$ cat config.mk
export PLATFORM = sky130hd
export DESIGN_NAME = ser_xfer_unit
export DESIGN_NICKNAME = d
export VERILOG_FILES = /design/src/rtl/ser_pkg.sv /design/src/rtl/ser_mode_reg.sv /design/src/rtl/ser_clk_sel.sv /design/src/rtl/ser_shift_fsm.sv /design/src/rtl/ser_xfer_unit.sv
export SDC_FILE = /design/constraint.sdc
export NUM_CORES = 1
export LEC_CHECK = 0
export ABC_AREA = 0
export BUFFER_PORTS_ARGS = -buffer_cell sky130_fd_sc_hd__buf_2
export CORE_ASPECT_RATIO = 0.7
export CORE_MARGIN = 2
export CORE_UTILIZATION = 57
export DETAILED_ROUTE_END_ITERATION = 7
export PLACE_DENSITY = 0.81
export SYNTH_ARGS = -nofsm -noshare
export SYNTH_HDL_FRONTEND = slang
export SYNTH_SLANG_ARGS = --single-unit
$ cat constraint.sdc
create_clock -name clk -period 2.4 [get_ports clk]
set_input_delay 0.48 -clock clk [delete_from_list [all_inputs] [get_ports clk]]
set_output_delay 0.48 -clock clk [all_outputs]
set_load 0.005 [all_outputs]
$ cat src/rtl/ser_pkg.sv
package ser_pkg;
    typedef enum logic [1:0] {
        ST_IDLE,
        ST_ARM,
        ST_LOW,
        ST_FINISH
    } xfer_state_t;

    localparam logic [2:0] CODE_SYS = 3'd6;
    localparam logic [2:0] CODE_EXT = 3'd7;
endpackage

$ cat src/rtl/ser_mode_reg.sv
module ser_mode_reg #(
    parameter int MODE_W = 4
) (
    input  logic              clk,
    input  logic              rst_n,
    input  logic              mode_wr,
    input  logic [MODE_W-1:0] wdata,
    output logic [MODE_W-1:0] mode_q,
    output logic              settling
);
    logic [MODE_W-1:0] pend_q;
    logic              pend_v;

    // two-step path: capture, then apply one cycle later
    always_ff @(posedge clk or negedge rst_n) begin
        if (!rst_n) begin
            pend_q <= '0;
            pend_v <= 1'b0;
            mode_q <= '0;
        end else begin
            pend_v <= mode_wr;
            if (mode_wr) pend_q <= wdata;
            if (pend_v)  mode_q <= pend_q;
        end
    end

    assign settling = mode_wr | pend_v;

    // the mode only moves two cycles after a write strobe
    a_r5_mode_lag: assert property (@(posedge clk) disable iff (!rst_n)
        !$stable(mode_q) |-> $past(mode_wr, 2));
endmodule

$ cat src/rtl/ser_clk_sel.sv
module ser_clk_sel
    import ser_pkg::*;
#(
    parameter int PRE_W  = 12,
    parameter int SYNC_N = 2
) (
    input  logic       clk,
    input  logic       rst_n,
    input  logic [2:0] code,
    input  logic       pin_i,
    output logic       adv_fall,
    output logic       adv_rise,
    output logic       ext_mode
);
    logic [PRE_W-1:0]  presc_q;
    logic [PRE_W-1:0]  mask;
    logic [SYNC_N-1:0] sync_q;
    logic              prev_q;
    logic              tick;
    logic              ext_rise;
    logic              ext_fall;
    int                sh;

    always_ff @(posedge clk or negedge rst_n) begin
        if (!rst_n) presc_q <= '0;
        else        presc_q <= presc_q + 1'b1;
    end

    // half-period of 2^sh cycles: tick when the low sh bits are all ones
    always_comb begin
        if (code == CODE_SYS) sh = 0;
        else                  sh = (PRE_W - 1) - 2 * int'(code);
        for (int i = 0; i < PRE_W; i++) mask[i] = (i < sh);
        tick = &(presc_q | ~mask);
    end

    always_ff @(posedge clk or negedge rst_n) begin
        if (!rst_n) begin
            sync_q <= '1;
            prev_q <= 1'b1;
        end else begin
            sync_q <= {sync_q[SYNC_N-2:0], pin_i};
            prev_q <= sync_q[SYNC_N-1];
        end
    end

    assign ext_rise = sync_q[SYNC_N-1] & ~prev_q;
    assign ext_fall = ~sync_q[SYNC_N-1] & prev_q;
    assign ext_mode = (code == CODE_EXT);
    assign adv_fall = ext_mode ? ext_fall : tick;
    assign adv_rise = ext_mode ? ext_rise : tick;

    // a synchronised edge follows a matching level on the previous stage
    a_r11_rise_follows_sync: assert property (@(posedge clk) disable iff (!rst_n)
        ext_rise |-> $past(sync_q[SYNC_N-2]));
endmodule

$ cat src/rtl/ser_shift_fsm.sv
module ser_shift_fsm
    import ser_pkg::*;
#(
    parameter int DATA_W  = 8,
    parameter int DIG_W   = 4,
    parameter int ADDR_W  = 4,
    parameter int ADDR_LO = 6,
    parameter int ADDR_HI = 7
) (
    input  logic              clk,
    input  logic              rst_n,
    input  logic              start_ok,
    input  logic              adv_fall,
    input  logic              adv_rise,
    input  logic              si,
    input  logic [ADDR_W-1:0] bus_addr,
    input  logic [DIG_W-1:0]  bus_wdata,
    input  logic              bus_wr,
    input  logic              bus_rd,
    output logic [DIG_W-1:0]  bus_rdata,
    output logic              so,
    output logic              sck_q,
    output logic              busy,
    output logic              done,
    output logic              acc_err
);
    localparam int CNT_W = $clog2(DATA_W);
    localparam logic [CNT_W-1:0] LAST_BIT = CNT_W'(DATA_W - 1);

    xfer_state_t       state_q, state_d;
    logic [DATA_W-1:0] sr_q;
    logic [CNT_W-1:0]  cnt_q;
    logic              so_q;
    logic              hit_lo, hit_hi;

    assign hit_lo = (bus_addr == ADDR_W'(ADDR_LO));
    assign hit_hi = (bus_addr == ADDR_W'(ADDR_HI));

    // state register
    always_ff @(posedge clk or negedge rst_n) begin
        if (!rst_n) state_q <= ST_IDLE;
        else        state_q <= state_d;
    end

    // transitions
    always_comb begin
        state_d = state_q;
        unique case (state_q)
            ST_IDLE:   if (start_ok) state_d = ST_ARM;
            ST_ARM:    if (adv_fall) state_d = ST_LOW;
            ST_LOW:    if (adv_rise) state_d = (cnt_q == LAST_BIT) ? ST_FINISH : ST_ARM;
            ST_FINISH: state_d = ST_IDLE;
            default:   state_d = ST_IDLE;
        endcase
    end

    // outputs
    always_comb begin
        busy      = 1'b0;
        done      = 1'b0;
        bus_rdata = '0;
        unique case (state_q)
            ST_IDLE:   ;
            ST_ARM:    busy = 1'b1;
            ST_LOW:    busy = 1'b1;
            ST_FINISH: done = 1'b1;
            default:   ;
        endcase
        if (hit_lo) bus_rdata = sr_q[DIG_W-1:0];
        if (hit_hi) bus_rdata = sr_q[DATA_W-1:DIG_W];
        acc_err = busy & (bus_wr | bus_rd) & (hit_lo | hit_hi);
    end

    // shift datapath
    always_ff @(posedge clk or negedge rst_n) begin
        if (!rst_n) begin
            sr_q  <= '0;
            cnt_q <= '0;
            so_q  <= 1'b1;
            sck_q <= 1'b1;
        end else begin
            unique case (state_q)
                ST_IDLE: begin
                    cnt_q <= '0;
                    if (bus_wr && hit_lo) sr_q[DIG_W-1:0]      <= bus_wdata;
                    if (bus_wr && hit_hi) sr_q[DATA_W-1:DIG_W] <= bus_wdata;
                end
                ST_ARM: if (adv_fall) begin
                    sck_q <= 1'b0;
                    so_q  <= sr_q[0];
                end
                ST_LOW: if (adv_rise) begin
                    sck_q <= 1'b1;
                    sr_q  <= {si, sr_q[DATA_W-1:1]};
                    cnt_q <= (cnt_q == LAST_BIT) ? '0 : cnt_q + 1'b1;
                end
                ST_FINISH: ;
                default: ;
            endcase
        end
    end

    assign so = so_q;

    // done is a single-cycle pulse that directly follows busy
    a_r9_done_single: assert property (@(posedge clk) disable iff (!rst_n)
        done |=> !done);
    a_r9_done_after_busy: assert property (@(posedge clk) disable iff (!rst_n)
        done |-> $past(busy) && !busy);
    // the bit counter is back at zero whenever the engine is idle
    a_r9_count_home: assert property (@(posedge clk) disable iff (!rst_n)
        (state_q == ST_IDLE) |-> (cnt_q == '0));
    // the serial clock is high outside a transfer
    a_r13_idle_high: assert property (@(posedge clk) disable iff (!rst_n)
        !busy |-> sck_q);
    // so only moves on a falling-edge step
    a_r7_so_on_fall: assert property (@(posedge clk) disable iff (!rst_n)
        !$stable(so_q) |-> $past(state_q == ST_ARM) && !sck_q);
endmodule

$ cat src/rtl/ser_xfer_unit.sv
module ser_xfer_unit
    import ser_pkg::*;
#(
    parameter int DATA_W  = 8,
    parameter int DIG_W   = 4,
    parameter int ADDR_W  = 4,
    parameter int PRE_W   = 12,
    parameter int SYNC_N  = 2,
    parameter int ADDR_LO = 6,
    parameter int ADDR_HI = 7
) (
    input  logic              clk,
    input  logic              rst_n,
    input  logic [ADDR_W-1:0] bus_addr,
    input  logic [DIG_W-1:0]  bus_wdata,
    input  logic              bus_wr,
    input  logic              bus_rd,
    input  logic              mode_wr,
    output logic [DIG_W-1:0]  bus_rdata,
    input  logic              xfer_start,
    output logic              busy,
    output logic              done,
    output logic              acc_err,
    input  logic              si,
    output logic              so,
    input  logic              pin_i,
    output logic              pin_o,
    output logic              pin_oe,
    input  logic              pio_out,
    input  logic              pio_oe
);
    logic [DIG_W-1:0] mode_q;
    logic             settling;
    logic             adv_fall, adv_rise, ext_mode;
    logic             sck_q;
    logic             sck_fn;
    logic             start_ok;

    ser_mode_reg #(.MODE_W(DIG_W)) u_mode (
        .clk      (clk),
        .rst_n    (rst_n),
        .mode_wr  (mode_wr),
        .wdata    (bus_wdata),
        .mode_q   (mode_q),
        .settling (settling)
    );

    ser_clk_sel #(.PRE_W(PRE_W), .SYNC_N(SYNC_N)) u_clk (
        .clk      (clk),
        .rst_n    (rst_n),
        .code     (mode_q[2:0]),
        .pin_i    (pin_i),
        .adv_fall (adv_fall),
        .adv_rise (adv_rise),
        .ext_mode (ext_mode)
    );

    assign sck_fn   = mode_q[3];
    assign start_ok = xfer_start & sck_fn & ~settling;

    ser_shift_fsm #(
        .DATA_W (DATA_W), .DIG_W (DIG_W), .ADDR_W (ADDR_W),
        .ADDR_LO(ADDR_LO), .ADDR_HI(ADDR_HI)
    ) u_fsm (
        .clk       (clk),
        .rst_n     (rst_n),
        .start_ok  (start_ok),
        .adv_fall  (adv_fall),
        .adv_rise  (adv_rise),
        .si        (si),
        .bus_addr  (bus_addr),
        .bus_wdata (bus_wdata),
        .bus_wr    (bus_wr),
        .bus_rd    (bus_rd),
        .bus_rdata (bus_rdata),
        .so        (so),
        .sck_q     (sck_q),
        .busy      (busy),
        .done      (done),
        .acc_err   (acc_err)
    );

    // shared pin function mux
    assign pin_o  = sck_fn ? sck_q     : pio_out;
    assign pin_oe = sck_fn ? ~ext_mode : pio_oe;

    // an accepted start never sits inside the mode settling window
    a_r5_start_after_settle: assert property (@(posedge clk) disable iff (!rst_n)
        $rose(busy) |-> !$past(mode_wr, 1) && !$past(mode_wr, 2));
    // transfers only begin with the clock pin function selected
    a_r12_port_no_start: assert property (@(posedge clk) disable iff (!rst_n)
        $rose(busy) |-> $past(mode_q[3]));
endmodule

==> results of run 1 <==
## synth_stat cells, types with 2 or more instances
library cell | count | area share, %
nor3_4 | 2 | 1.6
o22a_1 | 2 | 0.85
and3_1 | 3 | 0.91
xnor2_1 | 5 | 2.1
a32o_1 | 2 | 0.97
a21oi_1 | 4 | 0.97
mux2_2 | 16 | 8.7
o21ai_0 | 4 | 0.97
nand2_1 | 28 | 5.1
ha_1 | 11 | 6.7
a21boi_0 | 4 | 1.5
dfrtp_1 | 34 | 41
nor2_1 | 14 | 2.5
nor3_1 | 2 | 0.48
xor2_1 | 5 | 2.1
mux2i_1 | 4 | 1.9
inv_1 | 7 | 1.3
dfstp_2 | 5 | 6.4
nand3_1 | 8 | 1.9
clkbuf_1 | 3 | 0.55
a22o_1 | 3 | 1.3
nand2b_1 | 5 | 1.5
nand3b_1 | 2 | 0.73
## timing repair
action / in CTS / in global routing
gates resized for setup: 0 / 2
setup endpoints to repair: 0 / 4
endpoints found under the hold margin: 0 / 0
## area by class of cell
class	count	area, um2
multi-input combinational	141	1035
clock inverter	2	16.27
sequential	39	983.4
clock buffer	6	82.58
fill	284	1120
timing repair buffer	31	165.2
tap	50	62.56
inverter	7	26.28
## through the flow
step / setup slack [ns] / power, mW
floorplan: 0.2448 / 1.600
global placement: 0.1989 / 1.831
detailed placement: 0.1169 / 1.861
CTS: 0.1209 / 2.346
global route: 0.04372 / 2.491
finish: 0.1319 / 2.338
## where the power goes
part / total [mW] / internal [mW] / switching (mW)
registers: 0.938 / 0.816 / 0.122
logic: 0.916 / 0.464 / 0.452
clock network: 0.484 / 0.235 / 0.249
## critical path: cells and delay by family, from the launching register on
| family | cells | cell delay, ns |
|---|---|---|
| buffers and inverters | 1 | 0.10 |
| AOI/OAI and AO/OA | 1 | 0.15 |
| muxes | 1 | 0.37 |
| and+or+nand+nor | 3 | 0.94 |
| adders and majority gates | 1 | 0.19 |
| DFF | 1 | 0.41 |
## worst paths after layout
kind,startpoint,cells after the start,endpoint
setup / recovery,u_mode.mode_q[1],7,u_fsm.sr_q[6]
hold / removal,rst_n,1,u_mode.pend_q[2]
setup reg to reg,u_mode.mode_q[1],7,u_fsm.sr_q[6]
hold reg to reg,u_clk.sync_q[0],0,u_clk.sync_q[1]
max in group asynchronous,rst_n,1,u_mode.mode_q[1]
min in group clk,pin_i,1,u_clk.sync_q[0]
## per-layer routing
layer / up-vias / GRT usage, % / share of wire, %
met5: - / 0 / 0
met3: 9 / 6.271 / 4.7
met1: 745 / 30.43 / 49
met4: 0 / 12.73 / 2.0
li1: 742 / - / -
met2: 30 / 30.06 / 44
## flip-flops by register name (all words and copies together) (netlist names)
| register | count |
|---|---|
| u_mode.pend_v | 1 |
| u_fsm.so | 1 |
| u_fsm.sr_q | 8 |
| u_clk.presc_q | 12 |
| u_fsm.sck_q | 1 |
| u_mode.pend_q | 4 |
| u_fsm.state_q | 2 |
| u_mode.mode_q | 4 |
| u_clk.sync_q | 2 |
| u_fsm.cnt_q | 3 |
| u_clk.prev_q | 1 |
## kinds of logic (layout without fill, tap and decap cells)
family	Yosys count	count (layout)
AO/OA/AOI/OAI	30	30
XOR/XNOR	10	10
adder cells (fa/ha/maj)	11	11
buffers and inverters	11	46
flip-flops	39	39
multiplexers	20	20
AND/OR/NAND/NOR	70	70
==> results.toml, run 1 <==
[run_status]
status = "finished, final reports clean"

[drt]
first_pass_iters = 4
final_antenna_net_count = 0
drc = 0
num_vias = 1526
vias_per_cell = 5.529
routedWlPerCell_um = 14.61
drt-total-wl_um = 4032
drt_iter0_drc = 87

[floorplanning]
die_w_um = 75.93
core-area_um2 = 3491
die_area_um2 = 4127
die_h_um = 54.35
placementRows = 18
ios = 28
initial_core_util_pct = 59.14

[logic_synthesis]
synth-simple-area-share_pct = 17.52
syn_area_um2 = 2064
synth_fa_ha_area_share_pct = 6.667
synth.avg_cell_area_um2 = 10.81
synth_top_family_by_area = "simple AND/OR/NAND/NOR gates"
synth_edf_count = 0
syn-instance-count = 191
synthArstFlopShare_pct = 100.0
ys_ff_latch = 39
yosysSeqAreaShare_pct = 47.58
synth-compound-area-share_pct = 10.97
synth_nets = 220
synth-xor-area-share_pct = 4.242
yosysWarnings = 0
ys.flop_type = "dfrtp_1"
synthMuxAreaShare_pct = 10.67
synth.distinct_cells = 41

[cts]
clk_pin_slew_ns = 0.08
cts.path.max_buffers = 2
cts_buffers = 5
hold_buffers = 0
worst_skew_pair.late_latency_ns = 0.31
root_buffer = "clkbuf_8"
tritoncts = "done"
htreeDepth = 2
cts.sinks = 39
cts_setup_buffers = 0

[final_layout]
fin_util_pct = 67.92
synthToLayoutAreaGrowth_pct = 14.85
stdcell_count = 276
fin_area_um2 = 2371
final_layout_size_suffix_gt1_share_pct = 30.53
final_common_cell = "dfrtp_1"
final_cell_mix = "dfrtp_1, nand2_1, buf_2"
diodes = 0
nets = 254

[sta]
hold_viol = 0
tightest_slew_ns = 0.8370
fin_crit_ns = 2.268
slew_headroom_pct = 44.20
fin_crit_sh_pct = 94.50
whs_ns = 0.2671
fin_skew_ns = 0.008463
tns_ns = 0
rsz0062_at_grt = "no"
setup_violations = 0
max_clock_freq_mhz = 440.9
slew_violations = 0

[worst_setup_path]
cp.arrival_ns = 2.47
path_class = "reg2reg"
cp_max_fo = 6
path_cells = "inv_1 -> ha_1 -> a21boi_0 -> or4_4 -> and3_4 -> nor3_4 -> mux2_2"
ff2ff_setup_slack_ns = 0.13
crit_slowest_cell = "or4_4"
end_kind = "flip-flop"
cpPeakStageDelay_ns = 0.45
worst_ep_required_time_ns = 2.60
start_kind = "flip-flop"

[power_and_ir_drop]
p_leak_nw = 1.130
irDropWorstVdd_mv = 0.7483
power.density_nw_per_um2 = 986.1

[placed_design]
place_inst = 268
dp_hpwl_um = 3020
placed_area_um2 = 2270
port_buffers = 27
gp_congestion = 0.8704

[global_route]
grt_max_degree = 40
antenna_found_initial = 0
grt_usage_pct = 21.61
grt_pass1_wl_um = 6713
overflow = 0
grt_pass1_vias = 1448

[worst_hold_path]
hp-class = "in2async"

[job]
maxCapViolations = 0
Power figures use the tool's default switching activity.
==> inputs of run 2 (changes only) <==
--- a/config.mk
+++ b/config.mk
@@ -11,7 +11,9 @@
 export CORE_MARGIN = 2
 export CORE_UTILIZATION = 57
 export DETAILED_ROUTE_END_ITERATION = 7
+export GPL_TIMING_DRIVEN = 0
 export PLACE_DENSITY = 0.81
+export REMOVE_ABC_BUFFERS = 1
 export SYNTH_ARGS = -nofsm -noshare
 export SYNTH_HDL_FRONTEND = slang
 export SYNTH_SLANG_ARGS = --single-unit
==> run 2 against run 1 <==
Compared with the run above: count of clock-buffer cells in the layout is 1 lower; combinational power is 2.3% lower; worst hold slack better by 0.0085 ns; critical endpoint is now u_fsm.sr_q[0]; largest cell class unchanged.
==> results.toml, run 2 (synthesis results as in run 1) <==
[run_status]
status = "finished, final reports clean"

[cts]
htreeDepth = 2
root_buffer = "clkbuf_8"
worst_skew_pair.late_latency_ns = 0.30
cts.path.max_buffers = 2
cts_buffers = 5
tritoncts = "done"
cts.sinks = 39
clk_pin_slew_ns = 0.09

[worst_setup_path]
cpPeakStageDelay_ns = 0.44
cp.arrival_ns = 2.47
start_kind = "flip-flop"
cp_max_fo = 5
worst-path-buf-inv = 1
cpLargestDelayFamily = "simple AND/OR/NAND/NOR gates"
path_class = "reg2reg"
crit_slowest_cell = "or4_4"
path_cells = "inv_1 -> ha_1 -> a21boi_0 -> or4_4 -> and3_4 -> nor3_4 -> mux2_2"
worst_ep_required_time_ns = 2.59
end_kind = "flip-flop"

[placed_design]
pre_cts_slack_ns = 0.04307
port_buffers = 27
dp_hpwl_um = 3001
gp_congestion = 0.8048

[sta]
setup_slack_ns = 0.1183
setup_violations = 0
slew_headroom_pct = 43.93
slew_violations = 0
whs_ns = 0.2756
rsz0062_at_grt = "no"
fin_crit_sh_pct = 95.07
tns_ns = 0
max_clock_freq_mhz = 438.3
fin_skew_ns = 0.008259
fin_crit_ns = 2.282
tightest_slew_ns = 0.8411
hold_viol = 0

[drt]
drt-total-wl_um = 3965
first_pass_iters = 4
routedWlPerCell_um = 14.58
num_vias = 1491
drt_iter0_drc = 57
drc = 0
final_antenna_net_count = 0
vias_per_cell = 5.482

[power_and_ir_drop]
power.density_nw_per_um2 = 1053
comb_power_share_pct = 35.7
p_sw_mw = 0.8305
p_leak_nw = 1.135
p_seq_share_pct = 37.2
irDropWorstVdd_mv = 0.6788
p_int_mw = 1.678
p_sw_share_pct = 33.11
p_clk_share_pct = 27.1

[global_route]
grt_pass1_vias = 1348
overflow = 0
grt_max_degree = 40
antenna_found_initial = 0
grt_pass1_wl_um = 6320
grt_usage_pct = 20.45

[floorplanning]
die_area_um2 = 4127
placementRows = 18
initial_core_util_pct = 59.14
die_w_um = 75.93
core-area_um2 = 3491
die_h_um = 54.35
ios = 28

[final_layout]
diodes = 0
nets = 250
largest_register_ffs = 12
synthToLayoutAreaGrowth_pct = 15.39
largest-register = "u_clk.presc_q"
reg_top3 = "u_clk.presc_q x12, u_fsm.sr_q x8"
final_layout_size_suffix_gt1_share_pct = 29.28
final_common_cell = "dfrtp_1"
final_cell_mix = "dfrtp_1, nand2_1, buf_2"
n_fill_cell = 278

[worst_hold_path]
hp-class = "in2async"

[job]
maxCapViolations = 0
-- run 2: changes by cell type in the layout (fill, tap and decap cells not counted) --
cell        previous run  this run
clkinv_4               1         0
bufinv_16              0         2
clkbuf_8               6         5
clkinvlp_4             1         0
buf_4                  4         0
inv_8                  0         1
-- run 2: worst paths after layout --
path                                   from          endpoint  slack, ns  depth (start not counted)
max in group asynchronous             rst_n  u_mode.mode_q[1]       1.54                          1
min in group clk                      pin_i   u_clk.sync_q[0]       0.28                          1
setup / recovery           u_mode.mode_q[2]     u_fsm.sr_q[0]       0.12                          7
hold / removal                        rst_n  u_mode.pend_q[3]       0.28                          1
setup reg to reg           u_mode.mode_q[2]     u_fsm.sr_q[0]       0.12                          7
hold reg to reg             u_clk.sync_q[0]   u_clk.sync_q[1]       0.36                          0
-- run 2: area by class of cell --
class / instances / area, um2 / area share, %
clock buffer: 5 / 68.82 / 2.889
sequential: 39 / 983.4 / 41.28
inverter: 7 / 26.28 / 1.103
timing repair buffer: 27 / 135.1 / 5.672
clock inverter: 3 / 71.32 / 2.994
tap: 50 / 62.56 / 2.626
multi-input combinational: 141 / 1035 / 43.43
-- run 2: per-stage QoR --
stage,std cells,util [%],power [mW],instance area [um2]
final,272,68.24,2.509,2382
after global routing,272,68.24,2.652,2382
after CTS,272,68.17,2.519,2380
after detailed placement,264,64.16,1.839,2240
after global placement,264,64.16,1.800,2240
after floorplan,187,-,1.588,2042
-- run 2: metal layers --
layer / vias to the layer above / part of all wire [%] / track usage, %
li1: 733 / - / -
met1: 733 / 50 / 27.04
met2: 21 / 45 / 33.48
met3: 4 / 3.9 / 5.116
met4: 0 / 0.96 / 8.182
met5: - / 0 / 0
-- run 2: power groups by stage --
| stage | clock network, mW | registers (mW) | logic (mW) |
|---|---|---|---|
| finish | 0.679 | 0.934 | 0.895 |
| global route | 0.715 | 0.956 | 0.982 |
| CTS | 0.691 | 0.933 | 0.895 |
| detailed placement | 0 | 0.947 | 0.892 |
| global placement | 0 | 0.939 | 0.861 |
| floorplan | 0 | 0.910 | 0.678 |
-- run 2: what timing repair did --
action                                  4_1_cts  5_1_grt
resized for setup                             0        2
endpoints found under the setup margin        0       11
buffers inserted                              0        0
hold buffers                                  0        0
endpoints found under the hold margin         0        0
==> inputs of run 3 (changes only) <==
--- a/config.mk
+++ b/config.mk
@@ -5,14 +5,14 @@
 export SDC_FILE = /design/constraint.sdc
 export NUM_CORES = 1
 export LEC_CHECK = 0
-export ABC_AREA = 0
+export ABC_AREA = 1
 export BUFFER_PORTS_ARGS = -buffer_cell sky130_fd_sc_hd__buf_2
 export CORE_ASPECT_RATIO = 0.7
 export CORE_MARGIN = 2
-export CORE_UTILIZATION = 57
+export CORE_UTILIZATION = 56
 export DETAILED_ROUTE_END_ITERATION = 7
 export GPL_TIMING_DRIVEN = 0
-export PLACE_DENSITY = 0.81
+export PLACE_DENSITY = 0.8
 export REMOVE_ABC_BUFFERS = 1
 export SYNTH_ARGS = -nofsm -noshare
 export SYNTH_HDL_FRONTEND = slang
==> run 3 against run 2 <==
Compared with the run above: combinational power is 22% lower; highest routed layer unchanged; critical endpoint is now u_fsm.sr_q[3]; critical path type unchanged; sequential cell count stayed put; clock skew is 0.0028 ns lower.
==> results.toml, run 3 <==
[power_and_ir_drop]
power.density_nw_per_um2 = 880.7
irDropWorstVdd_mv = 0.6605
finalPower_mw = 2.023
p_leak_nw = 1.171

[cts]
tritoncts = "done"
worst_skew_pair.late_latency_ns = 0.28
clk_pin_slew_ns = 0.07
htreeDepth = 2
root_buffer = "clkbuf_8"
hold_buffers = 0
cts.sinks = 39
cts_buffers = 5
cts_resized = 0
cts_setup_buffers = 0
cts.path.max_buffers = 2

[worst_setup_path]
path_class = "reg2reg"
start_kind = "flip-flop"
crit_slowest_cell = "ha_1"
worst-path-buf-inv = 1
cpLargestDelayFamily = "adder cells"
end_kind = "flip-flop"
cp.arrival_ns = 2.25
cp_max_fo = 19
path_cells = "inv_1 -> ha_1 -> a21boi_1 -> nand2_8 -> nand3_4 -> nand2_1 -> o21ai_1"
cpPeakStageDelay_ns = 0.59
worst_ep_required_time_ns = 2.61

[placed_design]
port_buffers = 27
gp_congestion = 0.8190
dp_hpwl_um = 2625
place_inst = 303

[final_layout]
reg_top3 = "u_clk.presc_q x12, u_fsm.sr_q x8"
n_fill_cell = 280
final_common_cell = "nand2_1"
seqCellArea_um2 = 982.2
fin_util_pct = 65.81
diodes = 0
final_cell_mix = "nand2_1, dfrtp_1, buf_2"
largest-register = "u_clk.presc_q"
final_layout_size_suffix_gt1_share_pct = 20.31
largest_register_ffs = 12
nets = 289
synthToLayoutAreaGrowth_pct = 13.12
stdcell_count = 311
multi_input_area_um2 = 930.9

[drt]
final_antenna_net_count = 0
num_vias = 1574
drt_iter0_drc = 79
routedWlPerCell_um = 11.32
vias_per_cell = 5.061
first_pass_iters = 4
drc = 0
drt-total-wl_um = 3522

[sta]
setup_violations = 0
tightest_slew_ns = 0.8333
whs_ns = 0.2873
fin_crit_sh_pct = 84.90
tns_ns = 0
hold_viol = 0
slew_headroom_pct = 44.45
rsz0062_at_grt = "no"
fin_skew_ns = 0.005478
slew_violations = 0
fin_crit_ns = 2.037
max_clock_freq_mhz = 490.8

[logic_synthesis]
ys_ff_latch = 39
netlist.area_leader.share_pct = 41.90
synth_edf_count = 0
yosysWarnings = 0
syn-instance-count = 230
synth.distinct_cells = 30
syn_area_um2 = 2031
yosys.area.top_type = "dfrtp_1"
synthTopCellsByArea = "dfrtp_1, nand2_1, ha_1"
ys.flop_type = "dfrtp_1"
synth_most_common_cell = "nand2_1"
synth.avg_cell_area_um2 = 8.829
yosysSeqAreaShare_pct = 48.37
synthTopCellsByCount = "nand2_1, dfrtp_1, inv_1, nand3_1, nor2_1"
synthArstFlopShare_pct = 100.0

[run_status]
status = "finished, final reports clean"

[global_route]
grt_max_degree = 40
grt_pass1_vias = 1351
grt_usage_pct = 19.25
grt_pass1_wl_um = 6092
overflow = 0
antenna_found_initial = 0

[floorplanning]
placementRows = 18
die_w_um = 75.98
initial_core_util_pct = 58.17
die_area_um2 = 4132
core-area_um2 = 3491
die_h_um = 54.38
ios = 28

[job]
maxCapViolations = 0

[worst_hold_path]
hp-class = "in2async"
[run 3: changes by cell type in the layout (fill, tap and decap cells not counted), moves of 7 or more]
cell     delta
o21ai_0     +7
a21oi_1     +9
mux2_2     -16
nand2_1    +24
inv_1      +19
nand3_1    +10
o21ai_1    +11
[run 3: metal layers]
layer | share of wire, % | routed length (um) | GRT usage [%] | up-vias
li1 | - | - | - | 806
met1 | 52 | 1841 | 27.13 | 738
met2 | 43 | 1522 | 30.21 | 25
met3 | 3.7 | 129 | 4.950 | 5
met4 | 0.82 | 29 | 5.455 | 0
met5 | 0 | 0 | 0 | -
[run 3: logic make-up (layout without fill, tap and decap cells)]
logic type                 after synthesis  after routing  synth area share [%]
adders and majority gates               11             11                 6.777
AOI/OAI and AO/OA                       39             39                 10.54
buffers and inverters                   31             62                 5.791
xor gates and xnor gates                10             10                 4.313
DFF                                     39             39                 48.37
and+or+nand+nor                        100            100                 24.22
[run 3: path summary, 6_finish.rpt]
| check | slack, ns | start | cells past startpoint | end |
|---|---|---|---|---|
| worst max-delay path | 0.36 | u_fsm.state_q[0] | 7 | u_fsm.sr_q[3] |
| worst min-delay path | 0.29 | rst_n | 1 | u_mode.pend_q[2] |
| worst max register to register | 0.36 | u_fsm.state_q[0] | 7 | u_fsm.sr_q[3] |
| worst min register to register | 0.36 | u_clk.sync_q[0] | 0 | u_clk.sync_q[1] |
| max in group asynchronous | 1.58 | rst_n | 1 | u_fsm.state_q[1] |
| min in group clk | 0.29 | pin_i | 1 | u_clk.sync_q[0] |
[run 3: per-stage QoR]
step,setup slack (ns),instance area [um2]
floorplan,0.6695,2014
global placement,0.4103,2212
detailed placement,0.3883,2212
CTS,0.3472,2297
global route,0.1751,2297
finish,0.3625,2297
[run 3: power breakdown]
part	switching, mW	leakage, nW	total (mW)	internal (mW)
sequential	0.103	0.476	0.901	0.798
clock	0.221	0.0412	0.424	0.203
combinational	0.434	0.654	0.699	0.264
[run 3: area by class of cell]
type,count,area share [%]
sequential,39,42.76
timing repair buffer,27,5.882
clock inverter,2,0.5447
inverter,27,4.412
clock buffer,6,3.159
multi-input combinational,160,40.52
tap,50,2.723
